### src/rtl/lfc_pkg.sv
package lfc_pkg;

    typedef enum logic [1:0] {
        ST_RUN       = 2'd0,
        ST_CRC_LOCK  = 2'd1,
        ST_SYNC_LOCK = 2'd2
    } lfc_state_e;

    localparam int ERR_W  = 3;
    localparam int E_CMD  = 0;
    localparam int E_DATA = 1;
    localparam int E_SYNC = 2;

endpackage

### src/rtl/sync_loss_timer.sv
module sync_loss_timer #(
    parameter int IVL_W = 6
) (
    input  logic             clk,
    input  logic             rst_n,
    input  logic             link_active,
    input  logic             frame_valid,
    input  logic             frame_is_sync,
    input  logic             reload,
    input  logic [IVL_W-1:0] interval,
    output logic             sync_lost
);
    localparam int CW = IVL_W + 1;

    logic [CW-1:0] cnt;
    logic [CW-1:0] window;
    logic          beat;
    logic          seen_sync;

    assign window    = {interval, 1'b0};
    assign beat      = link_active & frame_valid & ~frame_is_sync;
    assign seen_sync = link_active & frame_valid & frame_is_sync;
    assign sync_lost = beat && !reload && (window != '0) && (cnt == window - 1'b1);

    always_ff @(posedge clk or negedge rst_n) begin
        if (!rst_n) begin
            cnt <= '0;
        end else if (reload || seen_sync || sync_lost) begin
            cnt <= '0;
        end else if (beat) begin
            cnt <= cnt + 1'b1;
        end
    end

endmodule

### src/rtl/alert_slot_timer.sv
module alert_slot_timer #(
    parameter int DLY = 4
) (
    input  logic clk,
    input  logic rst_n,
    input  logic start,
    input  logic stop,
    output logic alert_sel
);
    localparam int DW = $clog2(DLY + 2);

    logic          armed;
    logic [DW-1:0] cnt;

    always_ff @(posedge clk or negedge rst_n) begin
        if (!rst_n) begin
            armed <= 1'b0;
            cnt   <= '0;
        end else if (stop) begin
            armed <= 1'b0;
            cnt   <= '0;
        end else if (start && !armed) begin
            armed <= 1'b1;
            cnt   <= DW'(DLY);
        end else if (armed && cnt != '0) begin
            cnt <= cnt - 1'b1;
        end
    end

    assign alert_sel = armed && (cnt == '0);

endmodule

### src/rtl/fault_log.sv
module fault_log
    import lfc_pkg::*;
#(
    parameter int FRAME_W = 120
) (
    input  logic               clk,
    input  logic               rst_n,
    input  logic               clear,
    input  logic               log_go,
    input  logic [ERR_W-1:0]   ev,
    input  logic [FRAME_W-1:0] raw,
    output logic               log_strobe,
    output logic [FRAME_W-1:0] log_frame,
    output logic [ERR_W-1:0]   first_err,
    output logic [ERR_W-1:0]   next_err,
    output logic               alert_status
);

    always_ff @(posedge clk or negedge rst_n) begin
        if (!rst_n) begin
            log_strobe   <= 1'b0;
            log_frame    <= '0;
            first_err    <= '0;
            next_err     <= '0;
            alert_status <= 1'b0;
        end else begin
            log_strobe <= 1'b0;
            if (clear) begin
                first_err    <= '0;
                next_err     <= '0;
                alert_status <= 1'b0;
            end else if (log_go) begin
                log_strobe   <= 1'b1;
                log_frame    <= raw;
                alert_status <= 1'b1;
                if (first_err == '0) begin
                    first_err <= ev;
                end else begin
                    next_err <= next_err | ev;
                end
            end
        end
    end

endmodule

### src/rtl/link_fault_ctrl.sv
module link_fault_ctrl
    import lfc_pkg::*;
#(
    parameter int FRAME_W   = 120,
    parameter int IVL_W     = 6,
    parameter int ALERT_DLY = 4
) (
    input  logic               clk,
    input  logic               rst_n,
    input  logic               link_active,
    input  logic               frame_valid,
    input  logic               frame_is_sync,
    input  logic               crc_cmd_err,
    input  logic               crc_data_err,
    input  logic               soft_rst,
    input  logic               link_rst,
    input  logic [ERR_W-1:0]   err_mask,
    input  logic [IVL_W-1:0]   sync_interval,
    input  logic [FRAME_W-1:0] raw_frame,
    output logic               cmd_exec,
    output logic               log_strobe,
    output logic [FRAME_W-1:0] log_frame,
    output logic [ERR_W-1:0]   first_err,
    output logic [ERR_W-1:0]   next_err,
    output logic               alert_status,
    output logic               self_refresh_req,
    output logic               alert_sel
);

    lfc_state_e       state, state_d;
    logic             sync_lost;
    logic             sync_ev;
    logic             soft_frame;
    logic [ERR_W-1:0] crc_ev;
    logic [ERR_W-1:0] ev;
    logic             log_go;
    logic             sr_go;
    logic             alert_stop;

    assign soft_frame = soft_rst & frame_valid;
    assign sync_ev    = sync_lost & err_mask[E_SYNC];

    always_comb begin
        crc_ev         = '0;
        crc_ev[E_CMD]  = frame_valid & crc_cmd_err  & err_mask[E_CMD];
        crc_ev[E_DATA] = frame_valid & crc_data_err & err_mask[E_DATA];
    end

    sync_loss_timer #(.IVL_W(IVL_W)) u_sync (
        .clk          (clk),
        .rst_n        (rst_n),
        .link_active  (link_active),
        .frame_valid  (frame_valid),
        .frame_is_sync(frame_is_sync),
        .reload       (link_rst | soft_frame),
        .interval     (sync_interval),
        .sync_lost    (sync_lost)
    );

    // State register
    always_ff @(posedge clk or negedge rst_n) begin
        if (!rst_n) begin
            state <= ST_RUN;
        end else begin
            state <= state_d;
        end
    end

    // Next state
    always_comb begin
        state_d = state;
        unique case (state)
            ST_RUN: begin
                if (link_rst)            state_d = ST_RUN;
                else if (sync_ev)        state_d = ST_SYNC_LOCK;
                else if (crc_ev != '0)   state_d = ST_CRC_LOCK;
            end
            ST_CRC_LOCK: begin
                if (link_rst)            state_d = ST_RUN;
                else if (sync_ev)        state_d = ST_SYNC_LOCK;
                else if (soft_frame)     state_d = ST_RUN;
            end
            ST_SYNC_LOCK: begin
                if (link_rst)            state_d = ST_RUN;
            end
            default:                     state_d = ST_RUN;
        endcase
    end

    // Outputs
    always_comb begin
        ev         = '0;
        log_go     = 1'b0;
        sr_go      = 1'b0;
        cmd_exec   = 1'b0;
        alert_stop = link_rst;
        unique case (state)
            ST_RUN: begin
                if (!link_rst) begin
                    ev         = crc_ev;
                    ev[E_SYNC] = sync_ev;
                    log_go     = (ev != '0);
                    sr_go      = sync_ev;
                    cmd_exec   = frame_valid && (ev == '0);
                end
            end
            ST_CRC_LOCK: begin
                if (!link_rst && sync_ev) begin
                    ev[E_SYNC] = 1'b1;
                    log_go     = 1'b1;
                    sr_go      = 1'b1;
                end
                if (soft_frame && !sync_ev) alert_stop = 1'b1;
            end
            ST_SYNC_LOCK: begin
            end
            default: begin
            end
        endcase
    end

    always_ff @(posedge clk or negedge rst_n) begin
        if (!rst_n) begin
            self_refresh_req <= 1'b0;
        end else begin
            self_refresh_req <= sr_go;
        end
    end

    fault_log #(.FRAME_W(FRAME_W)) u_log (
        .clk         (clk),
        .rst_n       (rst_n),
        .clear       (link_rst),
        .log_go      (log_go),
        .ev          (ev),
        .raw         (raw_frame),
        .log_strobe  (log_strobe),
        .log_frame   (log_frame),
        .first_err   (first_err),
        .next_err    (next_err),
        .alert_status(alert_status)
    );

    alert_slot_timer #(.DLY(ALERT_DLY)) u_alert (
        .clk      (clk),
        .rst_n    (rst_n),
        .start    (log_go),
        .stop     (alert_stop),
        .alert_sel(alert_sel)
    );

endmodule

### config.mk
export PLATFORM = sky130hd
export DESIGN_NAME = link_fault_ctrl
export DESIGN_NICKNAME = d
export VERILOG_FILES = /design/src/rtl/lfc_pkg.sv /design/src/rtl/sync_loss_timer.sv /design/src/rtl/alert_slot_timer.sv /design/src/rtl/fault_log.sv /design/src/rtl/link_fault_ctrl.sv
export SDC_FILE = /design/constraint.sdc
export NUM_CORES = 1
export LEC_CHECK = 0
export BUFFER_PORTS_ARGS = -buffer_cell sky130_fd_sc_hd__buf_4
export CORE_ASPECT_RATIO = 1.25
export CORE_UTILIZATION = 30
export DETAILED_ROUTE_END_ITERATION = 12
export PLACE_DENSITY = 0.59
export SKIP_LAST_GASP = 1
export SLEW_MARGIN = 10
export SYNTH_ARGS = -nofsm -noshare
export SYNTH_HDL_FRONTEND = slang
export SYNTH_SLANG_ARGS = --single-unit
### constraint.sdc
create_clock -name clk -period 2.4 [get_ports clk]
set_input_delay 0.12 -clock clk [delete_from_list [all_inputs] [get_ports clk]]
set_output_delay 0.12 -clock clk [all_outputs]
set_load 0.005 [all_outputs]
## After elaboration in Yosys (flattened, before gate mapping)

Cells that the tools add are included.

- Register bits: 142
- Input bits: 138
- Output and inout port bits: 131
- Logic and storage cells: 102

- $add $sub $neg: 3
- Equality and inequality tests: 7
- Muxes and demuxes: 37
- Bitwise gates (word level): 13
- Reduce and logical (&&, ||, !) cells: 32

Operator list:

| operator | count |
|---|---|
| $mux 3 | 10 |
| $mux 2 | 8 |
| $mux 7 | 2 |
| $mux 1 | 13 |
| $reduce_bool 3->1 | 4 |
| $and 1x1->1 | 9 |
| $logic_and 1x1->1 | 9 |
| $logic_not 3->1 | 3 |
| $ne 4x4->1 const B | 2 |
| $reduce_bool 2->1 | 4 |
| $add 7x1->7 const B | 1 |
| $eq 7x7->1 | 1 |
| $reduce_bool 7->1 | 1 |
| $sub 7x1->7 const B | 1 |
| $pmux 1 s2 | 3 |
| $pmux 2 s3 | 1 |
| $reduce_and 2->1 | 3 |
| $logic_not 1->1 | 4 |
| $ne 2x2->1 const B | 2 |
| $or 3x3->3 | 1 |
| $reduce_and 3->1 | 1 |
| $sub 3x1->3 const B | 1 |
| $eq 2x1->1 const B | 1 |
| $eq 2x2->1 const B | 1 |
| 4 further kinds | 6 |

## Depth between registers and ports, before layout

- Depth after elaboration: 14
- Gate-level depth with buffers: 10
- Depth with buffers taken out: 8

## Cells and area by module

Synthesis repeated with hierarchy kept, for this count alone.

- Cell total of the unflattened synthesis: 389
- Area total of the unflattened synthesis: 6185.9 um^2

Modules (own cells, without submodules):

| module | instances | cells each | area each (um^2) | seq. area each (um^2) |
|---|---|---|---|---|
| fault_log | 1 | 277 | 5146.2 | 3203.1 |
| sync_loss_timer | 1 | 63 | 588.1 | 175.2 |
| alert_slot_timer | 1 | 25 | 232.7 | 100.1 |
| link_fault_ctrl | 1 | 24 | 219.0 | 75.1 |

## Worst setup path after synthesis

Ideal clock, no wire load.

- Kind: input port to flip-flop
- Start point: in sync_interval[3]
- End point: reg u_log.log_frame[0]
- Setup time: 0.127 ns
- Arrival: 2.212 ns
- Required time: 2.273 ns
- Path slack: 0.061 ns
- Stages: 8
- Path buffers: 2
- Cell sequence: or3_1 -> or4_1 -> o2bb2a_4 -> nand4_4 -> a21oi_4 -> buf_6 -> buf_8 -> mux2_1

- Cells in the longest elaborated chain, start to end: 8
- Elaborated cells between the ends (all ways): 12
- Those cells by class: add/sub (1); eq/ne (1); mux (3); bitwise (1); reduce/logical (6)

RTL lines:

| what | line | text |
|---|---|---|
| start, declared | link_fault_ctrl.sv:18 | `input logic [IVL_W-1:0] sync_interval,` |
| $sub 7x1->7 / $reduce_bool 7->1 (equally long branches) | sync_loss_timer.sv:23 | `assign sync_lost = beat && !reload && (window != '0) && (cnt == window - 1'b1);` |
| $eq 7x7->1 / $logic_and 1x1->1 (equally long branches) | sync_loss_timer.sv:23 |  |
| $logic_and 1x1->1 * | sync_loss_timer.sv:23 |  |
| $and 1x1->1 * | link_fault_ctrl.sv:41 | `assign sync_ev = sync_lost & err_mask[E_SYNC];` |
| $reduce_bool 3->1 / $logic_and 1x1->1 (equally long branches) | link_fault_ctrl.sv:102, link_fault_ctrl.sv:108 |  |
| $mux 1 (on tied branches) | link_fault_ctrl.sv:99, link_fault_ctrl.sv:108 |  |
| $pmux 1 s2 * | link_fault_ctrl.sv:97 | `unique case (state)` |
| $reduce_and 2->1 (no line) * | -- |  |
| end signal, assigned | fault_log.sv:34 | `log_frame <= raw;` |
| end, declared | fault_log.sv:13 | `output logic [FRAME_W-1:0] log_frame,` |

Mark *: on every way between the ends. The rest lies on a longest branch, timed or not.
A chain may end at the register's enable or synchronous reset.

## Worst setup path after layout

- Start point: reg u_sync.cnt[6]
- End point: reg u_log.log_frame[18]

- Cells in the longest elaborated chain, start to end: 7
- Elaborated cells between the ends (all ways): 9
- Those cells by class: eq/ne (1); mux (3); bitwise (1); reduce/logical (4)

RTL lines:

| what | line | text |
|---|---|---|
| start, declared | sync_loss_timer.sv:15 | `logic [CW-1:0] cnt;` |
| start signal, assigned | sync_loss_timer.sv:31 | `cnt <= cnt + 1'b1;` |
| $eq 7x7->1 * | sync_loss_timer.sv:23 |  |
| $logic_and 1x1->1 * | sync_loss_timer.sv:23 |  |
| $and 1x1->1 * | link_fault_ctrl.sv:41 |  |
| $reduce_bool 3->1 / $logic_and 1x1->1 (equally long branches) | link_fault_ctrl.sv:102, link_fault_ctrl.sv:108 |  |
| $mux 1 (on tied branches) | link_fault_ctrl.sv:99, link_fault_ctrl.sv:108 |  |
| $pmux 1 s2 * | link_fault_ctrl.sv:97 |  |
| $reduce_and 2->1 (no line) * | -- |  |

Marked as above.

==> flow_summary.ini <==
[floorplanning]
die_area_um2 = 20100
die_y_um = 158
die_x_um = 127
start_util = 0.309
io_pins = 269
core_area_um2 = 18900
core.rowCount = 56

[timing]
slew_headroom = 0.727
fin_crit_sh = 0.992
hold_viol = 0
tightestPinTransition_ps = 410
rsz0062_at_grt = yes
drv_slew = 0
fin_crit_ps = 2380
fmaxAchievable_mhz = 420
setup_viol = 0
tns_ps = 0
final.setup_skew_ps = 10.8

[global_routing]
grt_max_degree = 72
grt_antenna_before_repair = 0
grt_pass1_wl_um = 25900
grt_usage = 0.166
grt_overflow_total = 0
grt_pass1_vias = 5270

[logic_synthesis]
syn_nets = 538
synth_edf_count = 0
synth_cell_type_count = 46
synth-main-ff-cell = dfrtp_1
ys_ff_latch = 142
yosys_warnings = 0
netlist_instances = 395
synth_seq_area_share = 0.608
synth_async_sr_flop_share = 1.00
syn_area_um2 = 5850
avgSynthCellArea_um2 = 14.8

[detailed_routing]
drt-initial-drc-count = 121
ant_nets = 0
firstDrtPassIters = 4
drc = 0
vias = 4924
drt-total-wl_um = 17800
via_per_inst = 4.57
wl_per_cell_um = 16.5

[worst_hold_path]
hp-class = in -> reg

[clock_tree]
clock_latency_ps = 410
root_buffer = clkbuf_16
cts_sinks = 142
cts_htree_levels = 4
clkTransAtPathRegs_ps = 60
clockBufferDepth = 2
numCtsBuffers = 17
cts_tree = done

[placement]
globalplace.congestion = 0.788
io_buffer_count = 268
dpl.hpwl_um = 11500

[cells_and_area]
utilization = 0.565
final_common_cell = buf_4
fin_nets = 975
final_cell_mix = 284 x buf_4, 142 x dfrtp_1, 122 x dlygate4sd3_1, 62 x mux2_4, 38 x mux2_1
drive_above_1_share = 0.515
area_growth_pct = 82.8

[worst_setup_path]
cp_slowest_stage_delay_ps = 430
crit_top_cell = buf_12
critical_path_class = reg -> reg
cp.arrival_ps = 2680
required_ps = 2700
critPathSlowestCell = or4_4
cp_max_fo = 6
reg2reg_slack_ps = 20
path_cells = xnor2_2, or4_4, o2bb2a_4, nand4_4, a21oi_4, buf_12, buf_12, clkbuf_16, mux2_2
startpoint_type = register
end_kind = register

[flow_run]
maxCapViolations = 0

[pwr]
power.density_nw_per_um2 = 745
leakagePower_nw = 5.09
ir_worst_vdd_mv = 0.443

[status]
status = completed
==> registers in the layout, indices dropped and copies added (netlist names) <==
signal / count
u_log.log_frame: 120
u_sync.cnt: 7
u_alert.cnt: 3
u_log.first_err: 3
u_log.next_err: 3
state: 2
self_refresh_req: 1
u_alert.armed: 1
u_log.alert_status: 1
u_log.log_strobe: 1
==> per-stage QoR <==
step	cell area, um2	setup WS [ps]	hold slack, ps	instances	power [mW]
2_1_floorplan	5850	60.8	-176	395	3.73
3_3_place_gp	8310	-112	51.9	910	4.90
3_5_place_dp	8310	-165	61.4	910	4.96
4_1_cts	10100	-11.6	12.6	1065	7.76
5_1_grt	10700	-51.3	36.0	1077	8.37
6_report	10700	20.0	38.2	1078	7.97
==> Yosys cell counts, types with 4 or more instances <==
cell,count,area share
nand2b_1,5,0.0054
nand3_1,4,0.0034
nand2_1,12,0.0077
inv_1,9,0.0058
a21oi_1,9,0.0077
nor2_1,14,0.0090
dfrtp_1,142,0.61
o2bb2ai_1,4,0.0060
nand4_1,5,0.0054
nor3_1,6,0.0051
buf_8,8,0.021
mux2_2,40,0.077
buf_2,4,0.0034
mux2_1,80,0.15
xor2_1,4,0.0060
xnor2_1,7,0.010
ha_1,5,0.011
==> cell type report <==
class	instances	area (um2)
clock inverters	14	158
repair buffers	433	3870
well taps	232	290
fillers	1493	8230
flip-flops and latches	142	3550
inverters	10	37.5
clock buffers	18	429
multi-input cells	228	2340
diodes	1	2.50
==> power by group <==
group / switching, mW / internal, mW / leakage (nW)
Combinational: 0.680 / 1.47 / 3.07
Sequential: 0.305 / 2.91 / 1.73
Clock: 1.04 / 1.55 / 0.284
==> path summary, 6_finish.rpt <==
path                                     from  cells after the start                   to
setup reg to reg                u_sync.cnt[6]                      9  u_log.log_frame[18]
setup / recovery                u_sync.cnt[6]                      9  u_log.log_frame[18]
min in group asynchronous               rst_n                      2  u_log.log_frame[90]
hold reg to reg            u_log.alert_status                      1   u_log.alert_status
hold / removal                   crc_data_err                      3    u_log.next_err[1]
max in group asynchronous               rst_n                      3  u_log.log_frame[45]
==> kinds of logic (layout without fill, tap and decap cells) <==
group                    after synthesis  in the layout  share of synthesized area
multiplexers                         122            122                      0.235
AND/OR/NAND/NOR                       60             60                     0.0565
other                                  0              1                          0
XOR/XNOR                              11             11                     0.0165
adder cells (fa/ha/maj)                5              5                     0.0107
flip-flops                           142            142                      0.608
AO/OA/AOI/OAI                         30             30                     0.0402
buffers and inverters                 25            475                     0.0336
==> layer usage <==
layer	wire, um	share of wire	up-vias	global-route usage
met5	0	0	-	0
met1	6820	0.38	2432	0.179
met3	1050	0.059	22	0.0524
met2	9620	0.54	184	0.307
li1	-	-	2286	-
met4	310	0.017	0	0.0561
==> worst max-delay path, delay by kind of cell (launching register included) <==
kind / cells / cell delay [ps]
buf+inv: 3 / 460
mux: 1 / 320
compound gates: 2 / 400
xor+xnor: 1 / 150
flops: 1 / 410
simple gates: 2 / 510
==> what timing repair did <==
| action | 4_1_cts | 5_1_grt |
|---|---|---|
| hold buffers | 122 | 0 |
| cloned | 0 | 10 |
| setup buffers | 1 | 2 |
| endpoints found under the setup margin | 56 | 113 |
| resized for setup | 2 | 76 |
| endpoints found under the hold margin | 161 | 0 |
| pin swaps | 0 | 4 |
Note: power is estimated with default switching activity, not from simulation.
